<file path="src/rtl/flash_guard_pkg.sv">
`timescale 1ns/1ps
package flash_guard_pkg;

  typedef enum logic [1:0] {
    OP_READ  = 2'b00,
    OP_PROG  = 2'b01,
    OP_ERASE = 2'b10,
    OP_RSVD  = 2'b11
  } fg_op_e;

  typedef enum logic [1:0] {
    BOOT_USER   = 2'b00,
    BOOT_SRAM   = 2'b01,
    BOOT_LOADER = 2'b10,
    BOOT_RSVD   = 2'b11
  } fg_boot_e;

  typedef struct packed {
    logic grant;
    logic deny;
    logic bus_err;
    logic wp_err;
  } fg_verdict_t;

endpackage

</file>
<file path="src/rtl/fg_rst_sync.sv">
`timescale 1ns/1ps
module fg_rst_sync #(
  parameter int STAGES = 2
) (
  input  logic clk,
  input  logic arst_n,
  output logic srst_n
);

  logic [STAGES-1:0] sync_q;
  logic [STAGES-1:0] sync_d;

  always_comb begin
    sync_d = {sync_q[STAGES-2:0], 1'b1};
  end

  always_ff @(posedge clk or negedge arst_n) begin
    if (!arst_n) begin
      sync_q <= '0;
    end else begin
      sync_q <= sync_d;
    end
  end

  assign srst_n = sync_q[STAGES-1];

endmodule

</file>
<file path="src/rtl/fg_cfg.sv">
`timescale 1ns/1ps
module fg_cfg #(
  parameter int          WP_W   = 32,
  parameter int          SEC_W  = 16,
  parameter logic [15:0] UNLOCK = 16'h5AA5
) (
  input  logic             clk,
  input  logic             rst_n,
  input  logic             por_n,
  input  logic [WP_W-1:0]  opt_wp_i,
  input  logic [SEC_W-1:0] opt_sec_i,
  input  logic             obyte_erase_i,
  output logic             cfg_vld_o,
  output logic [WP_W-1:0]  wp_eff_o,
  output logic             locked_o,
  output logic             mass_erase_o
);

  localparam logic [SEC_W-1:0] UNLOCK_W = SEC_W'(UNLOCK);

  // system-reset domain
  logic            vld_q, vld_d;
  logic [WP_W-1:0] wp_q, wp_d;
  logic            locked_q, locked_d;
  logic            wp_off_q, wp_off_d;
  logic            me_q, me_d;
  // power-on domain: level seen before the latest system reset
  logic            prev_locked_q, prev_locked_d;
  logic            seen_q, seen_d;

  logic load;
  logic new_locked;

  always_comb begin
    load          = rst_n && !vld_q;
    new_locked    = (opt_sec_i != UNLOCK_W);
    vld_d         = vld_q | load;
    wp_d          = load ? opt_wp_i : wp_q;
    locked_d      = load ? new_locked : locked_q;
    wp_off_d      = load ? 1'b0 : (wp_off_q | obyte_erase_i);
    me_d          = load && seen_q && prev_locked_q && !new_locked;
    seen_d        = seen_q | load;
    prev_locked_d = load ? new_locked : prev_locked_q;
  end

  always_ff @(posedge clk or negedge rst_n) begin
    if (!rst_n) begin
      vld_q    <= 1'b0;
      wp_q     <= '0;
      locked_q <= 1'b1;
      wp_off_q <= 1'b0;
      me_q     <= 1'b0;
    end else begin
      vld_q    <= vld_d;
      wp_q     <= wp_d;
      locked_q <= locked_d;
      wp_off_q <= wp_off_d;
      me_q     <= me_d;
    end
  end

  always_ff @(posedge clk or negedge por_n) begin
    if (!por_n) begin
      prev_locked_q <= 1'b0;
      seen_q        <= 1'b0;
    end else begin
      prev_locked_q <= prev_locked_d;
      seen_q        <= seen_d;
    end
  end

  assign cfg_vld_o    = vld_q;
  assign wp_eff_o     = wp_q | {WP_W{wp_off_q}};
  assign locked_o     = locked_q;
  assign mass_erase_o = me_q;

  AST_ME_SINGLE: assert property (@(posedge clk) disable iff (!rst_n)
    mass_erase_o |=> !mass_erase_o);
  AST_ME_UNLOCKED: assert property (@(posedge clk) disable iff (!rst_n)
    mass_erase_o |-> (vld_q && !locked_q));
  AST_CFG_FROZEN: assert property (@(posedge clk) disable iff (!rst_n)
    (vld_q && $past(vld_q)) |-> ($stable(wp_q) && $stable(locked_q)));
  AST_WPOFF_STICKY: assert property (@(posedge clk) disable iff (!rst_n)
    wp_off_q |=> wp_off_q);

endmodule

</file>
<file path="src/rtl/fg_decide.sv">
`timescale 1ns/1ps
module fg_decide
  import flash_guard_pkg::*;
#(
  parameter int ADDR_W    = 17,
  parameter int PAGE_BITS = 12,
  parameter int BOOT_LOCK = 1,
  localparam int REG_W    = ADDR_W - PAGE_BITS,
  localparam int WP_W     = 1 << REG_W
) (
  input  logic              req_valid_i,
  input  logic [1:0]        req_op_i,
  input  logic              req_obyte_i,
  input  logic [ADDR_W-1:0] req_addr_i,
  input  logic              dbg_mode_i,
  input  logic [1:0]        boot_sel_i,
  input  logic              cfg_vld_i,
  input  logic [WP_W-1:0]   wp_eff_i,
  input  logic              locked_i,
  output fg_verdict_t       verdict_o,
  output logic              obyte_erase_o
);

  fg_op_e           op;
  logic             non_user;
  logic [REG_W-1:0] region;
  logic [WP_W-1:0]  region_blk;
  logic             hit_blk;

  assign op       = fg_op_e'(req_op_i);
  assign region   = req_addr_i[ADDR_W-1:PAGE_BITS];
  assign non_user = dbg_mode_i || (fg_boot_e'(boot_sel_i) != BOOT_USER);

  // per-region write block: region bit cleared, or boot area while protected
  for (genvar i = 0; i < WP_W; i++) begin : g_region
    if (i < BOOT_LOCK) begin : g_boot
      assign region_blk[i] = !wp_eff_i[i] || locked_i;
    end else begin : g_plain
      assign region_blk[i] = !wp_eff_i[i];
    end
  end

  assign hit_blk = region_blk[region];

  always_comb begin
    verdict_o = '0;
    if (req_valid_i) begin
      if (!cfg_vld_i || (op == OP_RSVD)) begin
        verdict_o.deny = 1'b1;
      end else if (req_obyte_i) begin
        verdict_o.grant = 1'b1;
      end else if (op == OP_READ) begin
        if (locked_i && non_user) begin
          verdict_o.deny    = 1'b1;
          verdict_o.bus_err = 1'b1;
        end else begin
          verdict_o.grant = 1'b1;
        end
      end else begin
        if (hit_blk || (locked_i && non_user)) begin
          verdict_o.deny   = 1'b1;
          verdict_o.wp_err = 1'b1;
        end else begin
          verdict_o.grant = 1'b1;
        end
      end
    end
  end

  assign obyte_erase_o = req_valid_i && cfg_vld_i && req_obyte_i && (op == OP_ERASE);

endmodule

</file>
<file path="src/rtl/fg_errflag.sv">
`timescale 1ns/1ps
module fg_errflag (
  input  logic clk,
  input  logic rst_n,
  input  logic set_i,
  input  logic clr_i,
  input  logic ie_i,
  output logic flag_o,
  output logic irq_o
);

  logic flag_q, flag_d;

  always_comb begin
    if (set_i) begin
      flag_d = 1'b1;
    end else if (clr_i) begin
      flag_d = 1'b0;
    end else begin
      flag_d = flag_q;
    end
  end

  always_ff @(posedge clk or negedge rst_n) begin
    if (!rst_n) begin
      flag_q <= 1'b0;
    end else begin
      flag_q <= flag_d;
    end
  end

  assign flag_o = flag_q;
  assign irq_o  = flag_q & ie_i;

  AST_SET_WINS: assert property (@(posedge clk) disable iff (!rst_n)
    set_i |=> flag_o);
  AST_FLAG_HOLD: assert property (@(posedge clk) disable iff (!rst_n)
    (flag_o && !clr_i) |=> flag_o);
  AST_FLAG_NOSELF: assert property (@(posedge clk) disable iff (!rst_n)
    (!flag_o && !set_i) |=> !flag_o);
  AST_IRQ_GATED: assert property (@(posedge clk) disable iff (!rst_n)
    irq_o |-> (flag_o && ie_i));

endmodule

</file>
<file path="src/rtl/flash_guard.sv">
`timescale 1ns/1ps
module flash_guard
  import flash_guard_pkg::*;
#(
  parameter int          ADDR_W    = 17,
  parameter int          PAGE_BITS = 12,
  parameter int          BOOT_LOCK = 1,
  parameter int          SEC_W     = 16,
  parameter logic [15:0] UNLOCK    = 16'h5AA5,
  localparam int         WP_W      = 1 << (ADDR_W - PAGE_BITS)
) (
  input  logic              clk,
  input  logic              rst_n,
  input  logic              por_n,
  input  logic [WP_W-1:0]   opt_wp_i,
  input  logic [SEC_W-1:0]  opt_sec_i,
  input  logic              dbg_mode_i,
  input  logic [1:0]        boot_sel_i,
  input  logic              req_valid_i,
  input  logic [1:0]        req_op_i,
  input  logic              req_obyte_i,
  input  logic [ADDR_W-1:0] req_addr_i,
  input  logic              err_ie_i,
  input  logic              wperr_clr_i,
  output logic              grant_o,
  output logic              deny_o,
  output logic              bus_err_o,
  output logic              wperr_o,
  output logic              err_irq_o,
  output logic              mass_erase_o
);

  localparam int REG_W = ADDR_W - PAGE_BITS;

  logic            rst_sn;
  logic            por_sn;
  logic            cfg_vld;
  logic [WP_W-1:0] wp_eff;
  logic            locked;
  logic            obyte_erase;
  fg_verdict_t     verdict;

  logic grant_q, grant_d;
  logic deny_q, deny_d;
  logic berr_q, berr_d;

  fg_rst_sync #(.STAGES(2)) u_rst_sync (
    .clk    (clk),
    .arst_n (rst_n),
    .srst_n (rst_sn)
  );

  fg_rst_sync #(.STAGES(2)) u_por_sync (
    .clk    (clk),
    .arst_n (por_n),
    .srst_n (por_sn)
  );

  fg_cfg #(
    .WP_W   (WP_W),
    .SEC_W  (SEC_W),
    .UNLOCK (UNLOCK)
  ) u_cfg (
    .clk           (clk),
    .rst_n         (rst_sn),
    .por_n         (por_sn),
    .opt_wp_i      (opt_wp_i),
    .opt_sec_i     (opt_sec_i),
    .obyte_erase_i (obyte_erase),
    .cfg_vld_o     (cfg_vld),
    .wp_eff_o      (wp_eff),
    .locked_o      (locked),
    .mass_erase_o  (mass_erase_o)
  );

  fg_decide #(
    .ADDR_W    (ADDR_W),
    .PAGE_BITS (PAGE_BITS),
    .BOOT_LOCK (BOOT_LOCK)
  ) u_decide (
    .req_valid_i   (req_valid_i),
    .req_op_i      (req_op_i),
    .req_obyte_i   (req_obyte_i),
    .req_addr_i    (req_addr_i),
    .dbg_mode_i    (dbg_mode_i),
    .boot_sel_i    (boot_sel_i),
    .cfg_vld_i     (cfg_vld),
    .wp_eff_i      (wp_eff),
    .locked_i      (locked),
    .verdict_o     (verdict),
    .obyte_erase_o (obyte_erase)
  );

  fg_errflag u_errflag (
    .clk    (clk),
    .rst_n  (rst_sn),
    .set_i  (verdict.wp_err),
    .clr_i  (wperr_clr_i),
    .ie_i   (err_ie_i),
    .flag_o (wperr_o),
    .irq_o  (err_irq_o)
  );

  always_comb begin
    grant_d = verdict.grant;
    deny_d  = verdict.deny;
    berr_d  = verdict.bus_err;
  end

  always_ff @(posedge clk or negedge rst_sn) begin
    if (!rst_sn) begin
      grant_q <= 1'b0;
      deny_q  <= 1'b0;
      berr_q  <= 1'b0;
    end else begin
      grant_q <= grant_d;
      deny_q  <= deny_d;
      berr_q  <= berr_d;
    end
  end

  assign grant_o   = grant_q;
  assign deny_o    = deny_q;
  assign bus_err_o = berr_q;

  logic             non_user_a;
  logic             wr_main_a;
  logic [REG_W-1:0] region_a;
  assign non_user_a = dbg_mode_i || (boot_sel_i != 2'b00);
  assign wr_main_a  = req_valid_i && cfg_vld && !req_obyte_i &&
                      ((req_op_i == 2'b01) || (req_op_i == 2'b10));
  assign region_a   = req_addr_i[ADDR_W-1:PAGE_BITS];

  AST_ONE_VERDICT: assert property (@(posedge clk) disable iff (!rst_sn)
    req_valid_i |=> (grant_o ^ deny_o));
  AST_NO_SPURIOUS: assert property (@(posedge clk) disable iff (!rst_sn)
    !req_valid_i |=> (!grant_o && !deny_o && !bus_err_o));
  AST_BERR_READ: assert property (@(posedge clk) disable iff (!rst_sn)
    bus_err_o |-> (deny_o && ($past(req_op_i) == 2'b00)));
  AST_OBYTE_OPEN: assert property (@(posedge clk) disable iff (!rst_sn)
    (req_valid_i && cfg_vld && req_obyte_i && (req_op_i != 2'b11)) |=> grant_o);
  AST_BOOT_LOCK: assert property (@(posedge clk) disable iff (!rst_sn)
    (wr_main_a && locked && (int'(region_a) < BOOT_LOCK)) |=> (deny_o && wperr_o));
  AST_REGION_WP: assert property (@(posedge clk) disable iff (!rst_sn)
    (wr_main_a && !wp_eff[region_a]) |=> (deny_o && wperr_o));
  AST_NONUSER_WR: assert property (@(posedge clk) disable iff (!rst_sn)
    (wr_main_a && locked && non_user_a) |=> (deny_o && wperr_o));
  AST_OPEN_READ: assert property (@(posedge clk) disable iff (!rst_sn)
    (req_valid_i && cfg_vld && !req_obyte_i && (req_op_i == 2'b00) && !locked) |=> grant_o);
  AST_PRECFG_DENY: assert property (@(posedge clk) disable iff (!rst_sn)
    (req_valid_i && !cfg_vld) |=> (deny_o && !bus_err_o));

endmodule

</file>
<file path="config.mk">
export PLATFORM = sky130hd
export DESIGN_NAME = flash_guard
export DESIGN_NICKNAME = d
export VERILOG_FILES = /design/src/rtl/flash_guard_pkg.sv /design/src/rtl/fg_rst_sync.sv /design/src/rtl/fg_cfg.sv /design/src/rtl/fg_decide.sv /design/src/rtl/fg_errflag.sv /design/src/rtl/flash_guard.sv
export SDC_FILE = /design/constraint.sdc
export NUM_CORES = 1
export LEC_CHECK = 0
export BUFFER_PORTS_ARGS = -buffer_cell sky130_fd_sc_hd__buf_4
export CORE_MARGIN = 2
export CORE_UTILIZATION = 48
export DETAILED_ROUTE_END_ITERATION = 8
export GPL_TIMING_DRIVEN = 0
export PLACE_DENSITY = 0.88
export SLEW_MARGIN = 10
export SYNTH_ARGS = -nofsm -noshare
export SYNTH_HDL_FRONTEND = slang
export SYNTH_SLANG_ARGS = --single-unit
export TNS_END_PERCENT = 20
</file>
<file path="constraint.sdc">
create_clock -name clk -period 1.6 [get_ports clk]
set_input_delay 0.24 -clock clk [delete_from_list [all_inputs] [get_ports clk]]
set_output_delay 0.24 -clock clk [all_outputs]
set_load 0.05 [all_outputs]
</file>
# Yosys cells after proc, flatten, opt, wreduce, memory -nomap -nowiden
# Cells that the tools add are included.
[word_totals]
regBits = 46
output_inout_bits = 6
[op_classes]
magnitude_cmp = 1
bitwise = 5
mux = 18
reduce_logical = 49
n_eq_ne = 3
[op_table]
columns = ["op", "count"]
rows = [
  ["1-bit logical NOT", 34],
  ["32-bit OR", 1],
  ["16-bit by 15-bit != test with 1-bit output, second input constant", 1],
  ["1-bit 2-to-1 mux", 12],
  ["1-bit logical AND", 8],
  ["5-bit by 6-bit less-than comparator with 1-bit output, second input constant", 1],
  ["2-bit 2-to-1 mux", 3],
  ["1-bit binary-select mux with 5-bit select", 1],
  ["2-bit == test, second input constant", 2],
  ["1-bit logical OR", 4],
  ["4-bit 2-to-1 mux", 1],
  ["2-bit nonzero test", 2],
  ["3-bit 2-to-1 mux", 1],
  ["1-bit OR", 3],
  ["2-bit logical NOT", 1],
  ["1-bit bitwise AND", 1],
]

# Logic depth before layout (Yosys ltp)
# Gate-level depths: netlist of the first run.
[logic_depth]
ltp_word = 12
mapped_depth = 6

# Cells and area by module
# A second synthesis of the first run with hierarchy kept.
[hier_totals]
cells_unflattened = 187
area_unflattened_um2 = 2457.4
[by_module_without_submodules]
columns = ["module", "cells_each", "area_per_inst_um2", "n_inst"]
rows = [
  ["fg_cfg", 125, 1793.0, 1],
  ["fg_decide", 49, 439.2, 1],
  ["fg_rst_sync", 3, 53.8, 2],
  ["flash_guard", 3, 75.1, 1],
  ["fg_errflag", 4, 42.5, 1],
]

# Worst setup path after synthesis of the first run
# No wires, ideal clock.
[synth_timing]
path_kind = "register to register"
startpoint = "register u_rst_sync.sync_q[1]"
endpoint = "register u_cfg.wp_q[10]"
slack_ps = -969
period_less_slack_ps = 2569
path_stages_with_launch = 5
t_required_ps = 1475
setup_time_ps = 125
arrival_time_ps = 2444
cell_sequence = "dfrtp_1 -> nor2b_1 -> clkbuf_1 -> clkbuf_1 -> mux2_2"
[synth_via]
elab_chain_cells = 1
[synth_lines]
columns = ["element", "line_no", "rtl"]
rows = [
  ["start: declaration", "fg_rst_sync.sv:10", "logic [STAGES-1:0] sync_q;"],
  ["start signal: assignment", "fg_rst_sync.sv:21", "sync_q <= sync_d;"],
  ["1-bit logical AND", "fg_cfg.sv:35", "load = rst_n && !vld_q;"],
  ["end signal: assignment", "fg_cfg.sv:55", "wp_q <= wp_d;"],
  ["end: declaration", "fg_cfg.sv:23", "logic [WP_W-1:0] wp_q, wp_d;"],
]
# Every way passes these cells.
# A chain may end at the register's enable or synchronous reset.

==> results.tsv, run 1 <==
stage	metric	value	unit
floorplanning	initial core utilization	49.0	%
timing	Final Setup Violations	3	
detailed_routing	Routed WL	4.72	mm
clock_network	worst skew pair latency	0.30	ns
critical_path	critical path data required time	1.80	ns
critical_path	Critical Path Sink Type	flop	
min_path	HP Class	reg -> async	
detailed_routing	DRC viols	0	
global_routing	global-route wire length before repair	7.91	mm
critical_path	Crit Path Category	reg -> reg	
global_routing	vias in the first global route	1654	
clock_network	CTS Sinks	46	
timing	period utilisation layout	113	%
timing	worst hold margin	0.0295	ns
floorplanning	total die area	4920	sq um
pwr	Design Power	2.48	mW
clock_network	H-tree depth	2	
clock_network	TritonCTS buffer count	5	
yosys	async set-reset flop share out of synthesis	100	%
pwr	peak supply drop	435	uV
yosys	Ys Warns	0	
pwr	Sw Pwr	609	uW
outcome	violated checks	negative setup slack	
critical_path	crit-path max FO	2	
timing	RSZ-0062 raised after global routing	yes	
yosys	Seq cells post-synth	46	
floorplanning	io pins	83	
detailed_routing	via count	1511	
clock_network	clk buf depth	2	
yosys	Yosys top cell area share	53.6	%
yosys	dominant synthesized flop cell	dfrtp_1	
placed_design	PortBufs	69	
global_routing	GRT Residual Overflow	0	
timing	minimum clock period	1.81	ns
pwr	sequential power share	53.9	%
cells_and_area	Final Util	68.6	%
cells_and_area	Syn-to-layout area delta	40.2	%
pwr	Leakage	1.38	nW
outcome	status	finished with violations	
yosys	mapped cell area	2100	sq um
global_routing	gr usage total	20.8	%
pwr	clock share of power	27.5	%
detailed_routing	Avg WL per Cell	16.5	um
floorplanning	die extent in y	70.2	um
yosys	most numerous cell in the Yosys netlist	dfrtp_1	
yosys	post-synthesis sequential area ratio	54.8	%
yosys	Area contributors post-synth	dfrtp_1 (54%), mux2_2 (16%), mux4_2 (3.2%)	
detailed_routing	starting DRC count in detailed routing	110	
placed_design	DP HPWL	3.48	mm
timing	clk_skew	0.0107	ns
critical_path	CP startpoint kind	flop	
pwr	PwrDens	841	nW/um^2
cells_and_area	share of cells above drive strength 1	56.0	%
detailed_routing	vias per inst	5.28	
critical_path	Critical Path Start	u_cfg.wp_q[0]	
global_routing	initial antenna violation count	0	
timing	Max Transition Viols Final	0	
clock_network	CTS tree	built	
pwr	Logic pwr share	18.6	%
timing	Worst Setup Slack, final	-0.210	ns
flow_run	maxcap violations	0	
clock_network	Clock Root Buffer	clkbuf_8	
global_routing	largest net degree at the start of global routing	22	
floorplanning	core area	4290	sq um
yosys	Mean Syn Cell Area	14.0	sq um
yosys	top cell type by total area after synthesis	dfrtp_1	
cells_and_area	# diodes	0	
yosys	Post-synth EDFFs	0	
critical_path	FF-to-FF Start	u_cfg.wp_q[0]	
floorplanning	row count	24	
critical_path	WP data arrival	2.01	ns
pwr	Switching Share	24.5	%
yosys	top post-synthesis cells by count	dfrtp_1 (45), mux2_2 (29), nor2_1 (6)	
cells_and_area	FILL cells	313	
clock_network	Reg clk slew, reported paths	0.08	ns
detailed_routing	Pre-antenna DRT Iters	4	
yosys	Unique masters post-synth	45	
placed_design	GP Congestion	0.815	
timing	Final Hold Viols	0	
floorplanning	die span in x	70.2	um
timing	max frequency	552	MHz
yosys	Syn Inst Count	150	
cells_and_area	nets@finish	310	
pwr	P_int	1.87	mW
detailed_routing	ANT nets after route	0	
-- per-stage QoR --
stage	std cells	instance area [sq um]	setup TNS [ns]	setup slack, ns
2_1_floorplan	151	2180	-2.44	-0.135
3_3_place_gp	272	2770	-8.48	-0.307
3_5_place_dp	272	2770	-9.85	-0.332
4_1_cts	286	2940	-0.563	-0.222
5_1_grt	286	2950	-0.722	-0.266
6_report	286	2950	-0.549	-0.210
-- state kept, by name (all words and copies together), names as in the netlist --
| signal | count |
|---|---|
| u_cfg.seen_q | 1 |
| u_cfg.prev_locked_q | 1 |
| bus_err_o | 1 |
| u_rst_sync.sync_q | 2 |
| u_por_sync.sync_q | 2 |
| u_cfg.wp_q | 32 |
| u_errflag.flag_o | 1 |
| u_cfg.mass_erase_o | 1 |
| grant_o | 1 |
| deny_o | 1 |
| u_cfg.cfg_vld_o | 1 |
| u_cfg.locked_o | 1 |
| u_cfg.wp_off_q | 1 |
-- cells in the final DEF, fill, tap and decap left out, drive strengths merged, types with 2 or more instances in the layout --
| cell type | synthesis | final |
|---|---|---|
| nand3 | 2 | 2 |
| nor4bb | 2 | 2 |
| dlygate4sd3 | 0 | 2 |
| and2 | 3 | 3 |
| nor2 | 6 | 6 |
| conb | 1 | 2 |
| buf | 3 | 77 |
| inv | 4 | 4 |
| nor3b | 2 | 2 |
| or2 | 4 | 4 |
| mux2i | 5 | 5 |
| dfrtp | 45 | 45 |
| mux4 | 5 | 5 |
| mux2 | 34 | 34 |
| clkbuf | 4 | 11 |
| o31ai | 2 | 2 |
| nand2 | 4 | 4 |
| nor4 | 2 | 2 |
| o22ai | 2 | 2 |
-- repair_timing --
action | 4_1_cts | 5_1_grt
hold buffers | 2 | 0
gates resized for setup | 3 | 3
buffers inserted | 4 | 0
endpoints found under the setup margin | 40 | 15
pin swaps | 3 | 3
endpoints found under the hold margin | 4 | 0
-- power groups by stage --
stage / Combinational [mW] / Sequential (mW) / Clock [mW]
3_5_place_dp: 0.419 / 1.37 / 0
3_3_place_gp: 0.406 / 1.36 / 0
5_1_grt: 0.494 / 1.35 / 0.756
2_1_floorplan: 0.221 / 1.37 / 0
4_1_cts: 0.464 / 1.34 / 0.699
6_report: 0.460 / 1.34 / 0.683
-- path summary, 6_finish.rpt --
path                                       endpoint  slack, ns  cells past startpoint
max in group asynchronous            u_cfg.wp_q[21]       1.02                      1
min in group clk                          bus_err_o       0.12                      2
worst max register to register              grant_o      -0.21                      5
worst min register to register  u_cfg.prev_locked_q       0.03                      0
worst min-delay path            u_cfg.prev_locked_q       0.03                      0
worst max-delay path                        grant_o      -0.21                      5
-- cell type report --
cell class / instances / area [sq um] / share of cell area, %
timing repair buffer: 75 / 588 / 20.0
tap: 52 / 65.1 / 2.21
clock buffer: 8 / 80.1 / 2.72
multi-input combinational: 94 / 951 / 32.3
sequential: 46 / 1160 / 39.2
buffer: 7 / 91.3 / 3.10
inverter: 4 / 15.0 / 0.510
-- routing by layer --
metal	global-route usage (%)	vias to the layer above	part of all wire (%)
li1	-	711	-
met1	25.9	753	40
met2	35.6	40	54
met3	5.19	7	4.4
met4	6.41	0	1.5
met5	0	-	0
-- worst max-delay path: stages (launching register included) --
cell,delay [ns]
dfrtp_1,0.39
mux4_2,0.46
o22a_1,0.25
a221oi_4,0.32
nor4_2,0.09
o21a_1,0.20
-- cells by family (layout without fill, tap and decap cells) --
logic type,Yosys count,after routing,share of synthesized area [%]
AOI/OAI and AO/OA,14,14,5.60
buffers and inverters,11,94,2.74
DFF,46,46,54.8
muxes,44,44,26.3
other,1,2,0.178
and+or+nand+nor,34,34,10.4
Power figures use the tool's default switching activity.
==> run 2: changes to the inputs <==
Settings changed: GPL_ROUTABILITY_DRIVEN from default to 1, RECOVER_POWER from default to 100.
==> results.tsv, run 2 (synthesis results as in run 1) <==
stage	metric	value	unit	change
timing	Final Hold Viols	0		unchanged
detailed_routing	Pre-antenna DRT Iters	4		unchanged
cells_and_area	top flop regs	u_cfg.wp_q (32), u_por_sync.sync_q (2), u_rst_sync.sync_q (2)		unchanged
timing	period utilisation layout	113	%	about the same
critical_path	Critical Path Sink Type	flop		unchanged
pwr	Leakage	1.34	nW	was 1.38 nW
placed_design	PortBufs	69		unchanged
clock_network	H-tree depth	2		unchanged
cells_and_area	# diodes	0		unchanged
pwr	Design Power	2.46	mW	was 2.48 mW
cells_and_area	nets@finish	310		unchanged
critical_path	CP startpoint kind	flop		unchanged
floorplanning	row count	24		unchanged
floorplanning	total die area	4920	sq um	unchanged
global_routing	largest net degree at the start of global routing	22		unchanged
cells_and_area	commonest cells after routing, fill and taps aside	buf_4 (63), dfrtp_1 (44), mux2_2 (21)		was buf_4 (72), dfrtp_1 (44), mux2_2 (21)
outcome	status	finished with violations		unchanged
critical_path	Worst Setup EP	grant_o		unchanged
global_routing	met3 Use GR	5.19	%	unchanged
detailed_routing	DRC viols	0		unchanged
clock_network	CTS tree	built		unchanged
floorplanning	die extent in y	70.2	um	unchanged
detailed_routing	ANT nets after route	0		unchanged
timing	clk_skew	0.00882	ns	was 0.0107 ns
floorplanning	initial core utilization	49.0	%	unchanged
critical_path	FF-to-FF Start	u_cfg.wp_q[0]		unchanged
detailed_routing	Avg WL per Cell	16.4	um	was 16.5 um
placed_design	DP HPWL	3.48	mm	unchanged
detailed_routing	Routed WL	4.70	mm	was 4.72 mm
pwr	PwrDens	857	nW/um^2	was 841 nW/um^2
critical_path	crit-path max FO	2		unchanged
timing	RSZ-0062 raised after global routing	yes		unchanged
flow_run	maxcap violations	0		unchanged
clock_network	Clock Root Buffer	clkbuf_8		unchanged
floorplanning	io pins	83		unchanged
critical_path	RR Endpoint	grant_o		unchanged
min_path	HP Class	reg -> async		unchanged
floorplanning	die span in x	70.2	um	unchanged
critical_path	Crit Path Category	reg -> reg		unchanged
cells_and_area	Final Util	66.9	%	was 68.6%
detailed_routing	starting DRC count in detailed routing	107		was 110
global_routing	vias in the first global route	1654		unchanged
placed_design	placed cell count	272		unchanged
global_routing	initial antenna violation count	0		unchanged
cells_and_area	most common cell after layout, fill and taps aside	buf_4		unchanged
critical_path	r2r setup slk	-0.21	ns	about the same
timing	Slew HR	35.1	%	
clock_network	CTS Sinks	46		unchanged
global_routing	grt met1 use	25.9	%	unchanged
global_routing	gr usage total	20.8	%	unchanged
cells_and_area	Largest Register	u_cfg.wp_q		unchanged
detailed_routing	via count	1511		unchanged
timing	Final Setup Violations	23		was 3
global_routing	GRT Residual Overflow	0		unchanged
clock_network	clk buf depth	2		unchanged
critical_path	WP data arrival	2.00	ns	was 2.01 ns
pwr	peak supply drop	436	uV	was 435 uV
timing	max frequency	553	MHz	was 552 MHz
timing	Worst Setup Slack, final	-0.207	ns	was -0.210 ns
global_routing	busiest layer in global routing	met2		unchanged
cells_and_area	share of cells above drive strength 1	51.7	%	was 56.0%
detailed_routing	vias per inst	5.28		unchanged
clock_network	TritonCTS buffer count	5		unchanged
timing	minimum clock period	1.81	ns	about the same
critical_path	critical path data required time	1.80	ns	about the same
cells_and_area	Syn-to-layout area delta	36.7	%	was 40.2%
critical_path	Critical Path Start	u_cfg.wp_q[0]		unchanged
cells_and_area	max FFs per register	32		unchanged
placed_design	GP Congestion	0.815		unchanged
outcome	violated checks	negative setup slack		unchanged
cells_and_area	Finished Layout Cells	286		unchanged
floorplanning	core area	4290	sq um	unchanged
timing	Least-Margin Pin Slew	0.973	ns	
global_routing	met2 Use GR	35.6	%	unchanged
clock_network	Reg clk slew, reported paths	0.08	ns	about the same
timing	Max Transition Viols Final	0		unchanged
clock_network	worst skew pair latency	0.30	ns	about the same
critical_path	cells on worst reg2reg path	5		unchanged
global_routing	global-route wire length before repair	7.91	mm	unchanged
-- run 2: changes by cell type in the layout (fill, tap and decap cells not counted), sizes merged --
cell / delta
buf: -10
clkbuf: +9
dlymetal6s2s: +1
-- run 2: critical path, stage by stage (launching register included) --
cell	delay (ns)
dfrtp_1	0.38
mux4_2	0.46
o22a_1	0.25
a221oi_4	0.32
nor4_2	0.09
o21a_1	0.20
-- run 2: worst min path at each step --
stage                           endpoint  slack [ns]
CTS                  u_cfg.prev_locked_q        0.03
detailed placement   u_cfg.prev_locked_q        0.02
global route         u_cfg.prev_locked_q        0.04
global placement            u_cfg.seen_q        0.02
floorplan           u_por_sync.sync_q[0]       -0.06
finish               u_cfg.prev_locked_q        0.03
-- run 2: layout make-up --
| type | count | area (sq um) |
|---|---|---|
| fill | 333 | 1420 |
| sequential | 46 | 1160 |
| multi-input combinational | 94 | 943 |
| timing repair buffer | 75 | 541 |
| clock buffer | 8 | 80.1 |
| buffer | 7 | 73.8 |
| tap | 52 | 65.1 |
| inverter | 4 | 15.0 |
-- run 2: metrics by stage --
| stage | area (sq um) | setup TNS [ns] | setup slack (ns) | hold slack (ns) |
|---|---|---|---|---|
| final | 2870 | -1.62 | -0.207 | 0.0269 |
| after global routing | 2870 | -4.22 | -0.266 | 0.0380 |
| after CTS | 2940 | -0.563 | -0.222 | 0.0297 |
| after detailed placement | 2770 | -9.85 | -0.332 | 0.0213 |
| after global placement | 2770 | -8.48 | -0.307 | 0.0176 |
| after floorplan | 2180 | -2.44 | -0.135 | -0.0556 |
-- run 2: per-layer routing --
| layer | up-vias | wire (um) | share of wire, % |
|---|---|---|---|
| met2 | 43 | 2530 | 54 |
| li1 | 713 | - | - |
| met5 | - | 0 | 0 |
| met4 | 0 | 65 | 1.4 |
| met3 | 7 | 211 | 4.5 |
| met1 | 748 | 1890 | 40 |
-- run 2: repair_timing --
item,CTS,global route
pin swaps,3,3
hold buffers,2,0
gates resized for setup,3,3
hold endpoints to repair,4,0
buffers inserted,4,0
endpoints found under the setup margin,40,15
-- run 2: report_power, final --
part	total, mW	switching (mW)	internal (mW)
clock	0.683	0.372	0.311
combinational	0.445	0.173	0.271
sequential	1.33	0.0617	1.27
total	2.46	0.607	1.85
